### src/rtl/spi_irq_pkg.sv
package spi_irq_pkg;
  localparam int ADDR_W = 8;
  localparam int DATA_W = 32;
  localparam int GIE_BIT = 31;

  localparam logic [ADDR_W-1:0] OFS_GIE = 8'h1c;
  localparam logic [ADDR_W-1:0] OFS_PND = 8'h20;
  localparam logic [ADDR_W-1:0] OFS_ENA = 8'h28;
  localparam logic [ADDR_W-1:0] OFS_RST = 8'h40;

  localparam logic [DATA_W-1:0] RST_KEY = 32'h0000_000a;

  // Combined interrupt level: global gate over any masked pending bit.
  function automatic logic irq_level(input logic gie,
                                     input logic [DATA_W-1:0] pnd,
                                     input logic [DATA_W-1:0] ena);
    return gie & (|(pnd & ena));
  endfunction

  // Next pending state: clear-by-one, then events win, reset pulse wins over all.
  function automatic logic [DATA_W-1:0] pend_next(input logic [DATA_W-1:0] cur,
                                                  input logic [DATA_W-1:0] ev,
                                                  input logic [DATA_W-1:0] clr,
                                                  input logic srst);
    if (srst) return '0;
    return (cur & ~clr) | ev;
  endfunction

  function automatic logic key_hit(input logic [DATA_W-1:0] d);
    return d == RST_KEY;
  endfunction
endpackage

### src/rtl/irq_pend_bank.sv
module irq_pend_bank
  import spi_irq_pkg::*;
#(
  parameter int N_SRC = 7
) (
  input  logic             clk,
  input  logic             rst_n,
  input  logic [N_SRC-1:0] ev_i,
  input  logic             clr_we_i,
  input  logic [N_SRC-1:0] clr_mask_i,
  input  logic             srst_i,
  output logic [N_SRC-1:0] pend_o
);
  logic [N_SRC-1:0] pend_q;
  logic [N_SRC-1:0] clr_eff;
  logic [DATA_W-1:0] nxt_w;

  assign clr_eff = clr_we_i ? clr_mask_i : '0;
  assign nxt_w   = pend_next(DATA_W'(pend_q), DATA_W'(ev_i), DATA_W'(clr_eff), srst_i);

  always_ff @(posedge clk or negedge rst_n) begin
    if (!rst_n) pend_q <= '0;
    else        pend_q <= nxt_w[N_SRC-1:0];
  end

  assign pend_o = pend_q;

  // an event sets its bit at the next edge unless the reset pulse is active
  a_r3_event_sets: assert property (@(posedge clk) disable iff (!rst_n)
    (ev_i != '0 && !srst_i) |=> ((pend_q & $past(ev_i)) == $past(ev_i)));

  // bits cleared without a coinciding event read 0 afterwards
  a_r4_clear_ones: assert property (@(posedge clk) disable iff (!rst_n)
    (clr_we_i && !srst_i) |=> ((pend_q & $past(clr_mask_i & ~ev_i)) == '0));

  // bits written as 0 are untouched by a clear
  a_r4_keep_zeros: assert property (@(posedge clk) disable iff (!rst_n)
    (clr_we_i && !srst_i && ev_i == '0) |=>
      ((pend_q & ~$past(clr_mask_i)) == ($past(pend_q) & ~$past(clr_mask_i))));

  // reset pulse empties the pending register
  a_r7_srst_clears: assert property (@(posedge clk) disable iff (!rst_n)
    srst_i |=> (pend_q == '0));
endmodule

### src/rtl/irq_mask_unit.sv
module irq_mask_unit
  import spi_irq_pkg::*;
#(
  parameter int N_SRC = 7
) (
  input  logic              clk,
  input  logic              rst_n,
  input  logic              ena_we_i,
  input  logic              gie_we_i,
  input  logic [DATA_W-1:0] wdata_i,
  input  logic [N_SRC-1:0]  pend_i,
  output logic [N_SRC-1:0]  ena_o,
  output logic              gie_o,
  output logic              irq_o
);
  logic [N_SRC-1:0] ena_q;
  logic             gie_q;

  always_ff @(posedge clk or negedge rst_n) begin
    if (!rst_n) begin
      ena_q <= '0;
      gie_q <= 1'b0;
    end else begin
      if (ena_we_i) ena_q <= wdata_i[N_SRC-1:0];
      if (gie_we_i) gie_q <= wdata_i[GIE_BIT];
    end
  end

  assign ena_o = ena_q;
  assign gie_o = gie_q;
  assign irq_o = irq_level(gie_q, DATA_W'(pend_i), DATA_W'(ena_q));

  // interrupt only through the global gate
  a_r5_needs_gie: assert property (@(posedge clk) disable iff (!rst_n)
    irq_o |-> gie_o);

  // interrupt only with a pending source present
  a_r5_needs_pend: assert property (@(posedge clk) disable iff (!rst_n)
    irq_o |-> (pend_i != '0));

  // global enable follows bit 31 of its write
  a_r2_gie_write: assert property (@(posedge clk) disable iff (!rst_n)
    gie_we_i |=> (gie_o == $past(wdata_i[GIE_BIT])));
endmodule

### src/rtl/soft_rst_gen.sv
module soft_rst_gen
  import spi_irq_pkg::*;
#(
  parameter int RST_CYCLES = 4
) (
  input  logic              clk,
  input  logic              rst_n,
  input  logic              we_i,
  input  logic [DATA_W-1:0] wdata_i,
  output logic              pulse_o
);
  localparam int CNT_W = $clog2(RST_CYCLES + 1);
  localparam logic [CNT_W-1:0] CNT_LOAD = CNT_W'(RST_CYCLES);

  logic [CNT_W-1:0] cnt_q;
  logic             fire;

  assign fire = we_i & key_hit(wdata_i);

  always_ff @(posedge clk or negedge rst_n) begin
    if (!rst_n)          cnt_q <= '0;
    else if (fire)       cnt_q <= CNT_LOAD;
    else if (cnt_q != 0) cnt_q <= cnt_q - 1'b1;
  end

  assign pulse_o = (cnt_q != '0);

  // a good key starts the pulse at the next edge
  a_r6_key_fires: assert property (@(posedge clk) disable iff (!rst_n)
    fire |=> pulse_o);

  // a bad key from idle never starts a pulse
  a_r6_bad_key: assert property (@(posedge clk) disable iff (!rst_n)
    (we_i && !key_hit(wdata_i) && !pulse_o) |=> !pulse_o);

  generate
    if (RST_CYCLES > 1) begin : g_long
      // pulse is wider than one clock
      a_r6_min_width: assert property (@(posedge clk) disable iff (!rst_n)
        $rose(pulse_o) |=> pulse_o);
    end
  endgenerate
endmodule

### src/rtl/spi_irq_rst_ctl.sv
module spi_irq_rst_ctl
  import spi_irq_pkg::*;
#(
  parameter int N_SRC      = 7,
  parameter int RST_CYCLES = 4
) (
  input  logic              clk,
  input  logic              rst_n,
  input  logic [ADDR_W-1:0] bus_addr,
  input  logic              bus_wen,
  input  logic [DATA_W-1:0] bus_wdata,
  output logic [DATA_W-1:0] bus_rdata,
  input  logic [N_SRC-1:0]  ev_pulse,
  output logic              irq_o,
  output logic              periph_rst_o
);
  logic             wr_gie, wr_pnd, wr_ena, wr_rst;
  logic [N_SRC-1:0] pend_w, ena_w;
  logic             gie_w;
  logic             srst_w;

  assign wr_gie = bus_wen && (bus_addr == OFS_GIE);
  assign wr_pnd = bus_wen && (bus_addr == OFS_PND);
  assign wr_ena = bus_wen && (bus_addr == OFS_ENA);
  assign wr_rst = bus_wen && (bus_addr == OFS_RST);

  irq_pend_bank #(.N_SRC(N_SRC)) u_pend (
    .clk        (clk),
    .rst_n      (rst_n),
    .ev_i       (ev_pulse),
    .clr_we_i   (wr_pnd),
    .clr_mask_i (bus_wdata[N_SRC-1:0]),
    .srst_i     (srst_w),
    .pend_o     (pend_w)
  );

  irq_mask_unit #(.N_SRC(N_SRC)) u_mask (
    .clk      (clk),
    .rst_n    (rst_n),
    .ena_we_i (wr_ena),
    .gie_we_i (wr_gie),
    .wdata_i  (bus_wdata),
    .pend_i   (pend_w),
    .ena_o    (ena_w),
    .gie_o    (gie_w),
    .irq_o    (irq_o)
  );

  soft_rst_gen #(.RST_CYCLES(RST_CYCLES)) u_srst (
    .clk     (clk),
    .rst_n   (rst_n),
    .we_i    (wr_rst),
    .wdata_i (bus_wdata),
    .pulse_o (srst_w)
  );

  assign periph_rst_o = srst_w;

  always_comb begin
    case (bus_addr)
      OFS_GIE: bus_rdata = {gie_w, {(DATA_W-1){1'b0}}};
      OFS_PND: bus_rdata = DATA_W'(pend_w);
      OFS_ENA: bus_rdata = DATA_W'(ena_w);
      default: bus_rdata = '0;
    endcase
  end

  // enables survive the reset pulse
  a_r7_ena_kept: assert property (@(posedge clk) disable iff (!rst_n)
    (srst_w && !wr_ena) |=> (ena_w == $past(ena_w)));

  // nothing is asserted out of reset
  a_r1_quiet_reset: assert property (@(posedge clk)
    $rose(rst_n) |-> (!irq_o && !periph_rst_o));
endmodule

### config.mk
export PLATFORM = sky130hd
export DESIGN_NAME = spi_irq_rst_ctl
export DESIGN_NICKNAME = d
export VERILOG_FILES = /design/src/rtl/spi_irq_pkg.sv /design/src/rtl/irq_pend_bank.sv /design/src/rtl/irq_mask_unit.sv /design/src/rtl/soft_rst_gen.sv /design/src/rtl/spi_irq_rst_ctl.sv
export SDC_FILE = /design/constraint.sdc
export NUM_CORES = 1
export LEC_CHECK = 0
export ABC_CLOCK_PERIOD_IN_PS = 2200
export CORE_MARGIN = 2
export CORE_UTILIZATION = 39
export DETAILED_ROUTE_END_ITERATION = 7
export MAX_ROUTING_LAYER = met4
export PLACE_DENSITY = 0.95
export SYNTH_ARGS = -nofsm -noshare
export SYNTH_HDL_FRONTEND = slang
export SYNTH_HIERARCHICAL = 1
export SYNTH_SLANG_ARGS = --single-unit
### constraint.sdc
create_clock -name clk -period 2.2 [get_ports clk]
set_clock_uncertainty 0.05 [all_clocks]
set_input_delay 0.44 -clock clk [delete_from_list [all_inputs] [get_ports clk]]
set_output_delay 0.44 -clock clk [all_outputs]
set_load 0.01 [all_outputs]
=== Word level (Yosys, flattened, before mapping) ===
Index checks and enable logic that the tools add are counted.

* Register bits after elaboration: 18
* Output and inout bits: 34
* Input port bits: 50
* Logic and storage cells: 30

* Eq/ne operators: 5
* Add/sub/neg operators: 1
* Mux-type cells: 7
* Bitwise operators: 6
* Reduce and logical (&&, ||, !) cells: 7

{| class="wikitable"
|+ Operator list
! cell !! count
|-
| $pmux W32 S3 || 1
|-
| $eq A32 B4 Y1 const B || 1
|-
| $reduce_or A32 Y1 || 1
|-
| $mux W7 || 3
|-
| $eq A8 B6 Y1 const B || 2
|-
| $and A7 B7 Y7 || 2
|-
| $eq A8 B5 Y1 const B || 1
|-
| $eq A8 B7 Y1 const B || 1
|-
| $not A7 Y7 || 1
|-
| $or A7 B7 Y7 || 1
|-
| $mux W3 || 2
|-
| $logic_and A1 B1 Y1 || 4
|-
| $reduce_bool A3 Y1 || 1
|-
| $sub A3 B1 Y3 const B || 1
|-
| $and A1 B1 Y1 || 2
|-
| $reduce_bool A2 Y1 || 1
|-
| $mux W1 || 1
|}

=== Longest topological paths before layout ===
* Depth after elaboration: 7
* Gate-level depth with buffers: 6
* Gate-level depth less buffers: 6

=== Hierarchy ===
Netlist, hierarchy kept.

{| class="wikitable"
|+ By module, submodules not included
! module !! seq. area each (um2) !! instances !! cells each !! area each (um2)
|-
| spi_irq_rst_ctl || 0.0 || 1 || 55 || 394.1
|-
| irq_mask_unit || 200.2 || 1 || 23 || 360.3
|-
| irq_pend_bank || 175.2 || 1 || 28 || 289.0
|-
| soft_rst_gen || 75.1 || 1 || 28 || 261.5
|}

=== Worst setup path before layout ===
Ideal clock, no wire load.

* Kind: input to register
* Start: input port bus_addr[4]
* End: register u_pend.pend_q[4] (netlist: u_pend/pend_o[4])
* Stages: 4
* Setup time: 0.166 ns
* Data required time: 1.984 ns
* Data arrival time: 1.778 ns
* Path buffers: 1
* Setup slack: 0.206 ns
* Cells stage by stage: or3b_2 -> buf_2 -> nor4_1 -> a311oi_1

* Word-level cells in the longest chain between the ends: 7

{| class="wikitable"
|+ RTL lines
! what !! RTL line !! source
|-
| start: declaration || spi_irq_rst_ctl.sv:9 || <nowiki>input logic [ADDR_W-1:0] bus_addr,</nowiki>
|-
| $eq A8 B6 Y1 || spi_irq_rst_ctl.sv:23 || <nowiki>assign wr_pnd = bus_wen && (bus_addr == OFS_PND);</nowiki>
|-
| $logic_and A1 B1 Y1 || spi_irq_rst_ctl.sv:23 ||
|-
| net wr_pnd || spi_irq_rst_ctl.sv:17 || <nowiki>logic wr_gie, wr_pnd, wr_ena, wr_rst;</nowiki>
|-
| $mux W7 || irq_pend_bank.sv:18 || <nowiki>assign clr_eff = clr_we_i ? clr_mask_i : '0;</nowiki>
|-
| $not A7 Y7 || spi_irq_pkg.sv:26 || <nowiki>return (cur & ~clr) | ev;</nowiki>
|-
| $and A7 B7 Y7 || spi_irq_pkg.sv:26 ||
|-
| $or A7 B7 Y7 || spi_irq_pkg.sv:26 ||
|-
| $mux W7 || spi_irq_pkg.sv:26 ||
|-
| net u_pend.nxt_w[4] || irq_pend_bank.sv:16 || <nowiki>logic [DATA_W-1:0] nxt_w;</nowiki>
|-
| end signal: assignment || irq_pend_bank.sv:23 || <nowiki>else pend_q <= nxt_w[N_SRC-1:0];</nowiki>
|-
| end: declaration || irq_pend_bank.sv:14 || <nowiki>logic [N_SRC-1:0] pend_q;</nowiki>
|}

The timed path passes the listed nets, and every way through them passes these cells.
A chain may end at the register's enable or synchronous reset.

=== Worst setup path in the final report ===
* Start: input port bus_addr[7]
* End: output port bus_rdata[4]

* Word-level cells in the longest chain between the ends: 2
* Elaborated cells between the ends (all ways): 4
* Classes of those cells: eq/ne: 3; mux: 1

{| class="wikitable"
|+ RTL lines
! what !! RTL line !! source
|-
| $eq A8 B6 Y1 or $eq A8 B5 Y1 (tied branches) || spi_irq_rst_ctl.sv:60 || <nowiki>case (bus_addr)</nowiki>
|-
| $pmux W32 S3 (*) || spi_irq_rst_ctl.sv:60 ||
|-
| end: declaration || spi_irq_rst_ctl.sv:12 || <nowiki>output logic [DATA_W-1:0] bus_rdata,</nowiki>
|}

Mark *: on every way between the ends. The rest lies on a longest branch, timed or not.

==> results.json <==
{
  "status": "completed",
  "synth_seq_area_share_pct": 34.5,
  "grt_antenna_before_repair": 0,
  "grt_max_degree": 19,
  "fin_crit_ns": 2.16,
  "drt_iter0_markers": 50,
  "max_clock_freq_mhz": 463,
  "grt_pass1_wl_um": 5730,
  "grt_pass1_vias": 1317,
  "yosysWarningCount": 6,
  "powerDensity_nw_per_um2": 377,
  "layout_setup_ws_ns": 0.0408,
  "syn_area_um2": 1310,
  "finalHoldViolCount": 0,
  "p_leak_nw": 0.926,
  "clk_pin_slew_worst_paths_ns": 0.11,
  "drive_gt1_share_pct": 24.2,
  "start_util_pct": 39.7,
  "syn_area_per_cell_um2": 9.74,
  "fp.dieH_um": 61.8,
  "regArea_um2": 450,
  "hpwl_um": 2810,
  "final_util_pct": 61.2,
  "placed_cell_area_um2": 1910,
  "cts_tree": "done",
  "netlist_instances": 134,
  "totalWireLength_um": 3610,
  "cp.arrival_ns": 1.67,
  "vias": 1240,
  "ys_ff_latch": 18,
  "multiInputGateArea_um2": 758,
  "total_power_uw": 757,
  "cp_max_fo": 5,
  "drc": 0,
  "fp.coreArea_um2": 3280,
  "antenna_left": 0,
  "cp-start-kind": "primary input",
  "cts_buffer_depth": 2,
  "ys_types": 35,
  "place_congestion": 0.833,
  "instances_no_fill": 253,
  "whs_ns": 0.404,
  "required_ns": 1.71,
  "die_w_um": 61.8,
  "clock_latency_ns": 0.30,
  "root_buffer": "clkbuf_4",
  "min_path_type": "primary input to asynchronous set/reset pin",
  "grt-ovfl-total": 0,
  "max_cap_viol_count": 0,
  "io_buffer_count": 59,
  "num_rows": 21,
  "pre_cts_slack_ns": -0.649,
  "avgViaCountPerCell": 4.90,
  "maxSlewViolCount": 0,
  "areaGrowthSynthToFinish_pct": 54.1,
  "wl_per_cell_um": 14.3,
  "nets": 260,
  "setup_viol": 0,
  "drtPass1Iterations": 4,
  "crit_path_end_kind": "output port",
  "placed_cells": 245,
  "n_antenna_cell": 0,
  "grt_usage_pct": 21.5,
  "htree_levels": 1,
  "fin_tns_setup_ns": 0,
  "n_fill_cell": 291,
  "peakVddDrop_v": 0.000204,
  "stdcell_area_um2": 2010,
  "cts_buffers": 3,
  "cts.sinks": 18,
  "die_area_um2": 3820,
  "fin_crit_sh_pct": 98.1,
  "criticalPathCategory": "primary input to output port",
  "ios": 84
}
-- flip-flops by register name, indices dropped and copies added (netlist names) --
name,flops
u_srst/cnt_q,3
u_mask/ena_o,7
u_mask/gie_o,1
u_pend/pend_o,7
-- cells by family after synthesis --
family / after synthesis / share of synthesized area (%)
flops: 18 / 34.5
simple gates: 44 / 20.8
other cells: 1 / 0.287
compound gates: 14 / 8.72
xor+xnor: 1 / 0.671
mux: 14 / 13.4
buf+inv: 40 / 19.7
fa+ha+maj: 2 / 1.92
-- routing by layer --
metal / wire (um) / GRT usage [%]
met3: 262 / 3.31
met1: 1400 / 24.4
met2: 1920 / 38.0
met5: 0 / -
met4: 23 / 8.21
-- layout by cell type, fill, tap and decap left out, types with 3 or more instances in the layout --
| master | netlist | layout |
|---|---|---|
| dfrtp_1 | 18 | 18 |
| nor2_1 | 11 | 11 |
| conb_1 | 1 | 24 |
| clkbuf_2 | 0 | 4 |
| buf_4 | 24 | 12 |
| mux2i_1 | 7 | 7 |
| clkdlybuf4s50_1 | 0 | 43 |
| nor4_1 | 5 | 4 |
| nand2_1 | 3 | 3 |
| clkbuf_4 | 0 | 3 |
| mux2_4 | 7 | 7 |
| a311oi_1 | 7 | 7 |
| nor3_1 | 11 | 6 |
| buf_2 | 1 | 5 |
| nor3_4 | 0 | 4 |
| nor4_2 | 2 | 3 |
| dlygate4sd2_1 | 0 | 6 |
| inv_1 | 12 | 12 |
-- path summary, 6_finish.rpt --
kind | start | to | slack, ns | cells after the start
max | bus_addr[7] | bus_rdata[4] | 0.04 | 5
max in group asynchronous | rst_n | u_mask/ena_o[4]$_DFFE_PN0P_ | 1.49 | 2
min in group clk | u_mask/ena_o[4]$_DFFE_PN0P_ | u_mask/ena_o[4]$_DFFE_PN0P_ | 0.51 | 1
min reg2reg | u_mask/ena_o[4]$_DFFE_PN0P_ | u_mask/ena_o[4]$_DFFE_PN0P_ | 0.51 | 1
max reg2reg | u_srst/cnt_q[0]$_DFFE_PN0P_ | u_pend/pend_o[0]$_DFF_PN0_ | 0.84 | 5
min | rst_n | u_srst/cnt_q[2]$_DFFE_PN0P_ | 0.40 | 2
-- worst max-delay path, stage by stage --
cell and delay [ns]:
clkdlybuf4s15_1 0.22, or4_4 0.53, buf_8 0.16, nor3_4 0.17, buf_2 0.15
-- Yosys cell counts --
cell type  count  share of area [%]
xnor2_1        1               0.67
nand4b_1       1               0.67
a31oi_1        1               0.48
or3_2          1               0.58
buf_2          1               0.38
buf_6          2                1.7
a311oi_1       7                4.7
o21ai_0        1               0.38
mux2_4         7                8.1
nor2_1        11                3.2
nor3_1        11                4.2
and4bb_2       1               0.96
nand2b_1       1               0.48
or4_4          1               0.86
dfrtp_1       18                 35
ha_1           2                1.9
a211o_1        1               0.67
a211oi_1       1               0.58
nand3_1        1               0.38
a222oi_1       1               0.77
mux2i_1        7                5.4
nor4_1         5                2.4
a22oi_1        2                1.2
nor3_2         1               0.77
inv_1         12                3.5
nor4b_2        1                1.2
buf_1          1               0.29
nand4_1        1               0.48
nor2b_1        1               0.48
or4b_1         1               0.77
nor4_2         2                1.9
or3b_2         1               0.67
buf_4         24                 14
nand2_1        3               0.86
conb_1         1               0.29
-- timing repair --
item,in CTS,in global routing
setup endpoints to repair,19,11
hold buffers,0,0
setup buffers,3,0
gates cloned,1,0
gates resized for setup,42,13
pin swaps,8,7
-- area by class of cell --
cell class,instances,share of cell area (%)
Clock buffer,4,1.80
Inverter,12,2.24
Multi-Input combinational cell,100,37.7
Sequential cell,18,22.4
Tap cell,46,2.86
Timing Repair Buffer,73,33.0
-- report_power, final --
| part | total [mW] | leakage, nW | internal (mW) | switching (mW) |
|---|---|---|---|---|
| registers | 0.345 | 0.209 | 0.338 | 0.00639 |
| clock network | 0.208 | 0.0210 | 0.101 | 0.107 |
| logic | 0.204 | 0.696 | 0.117 | 0.0866 |
| total | 0.757 | 0.926 | 0.557 | 0.200 |
(Power assumes the default switching activity.)
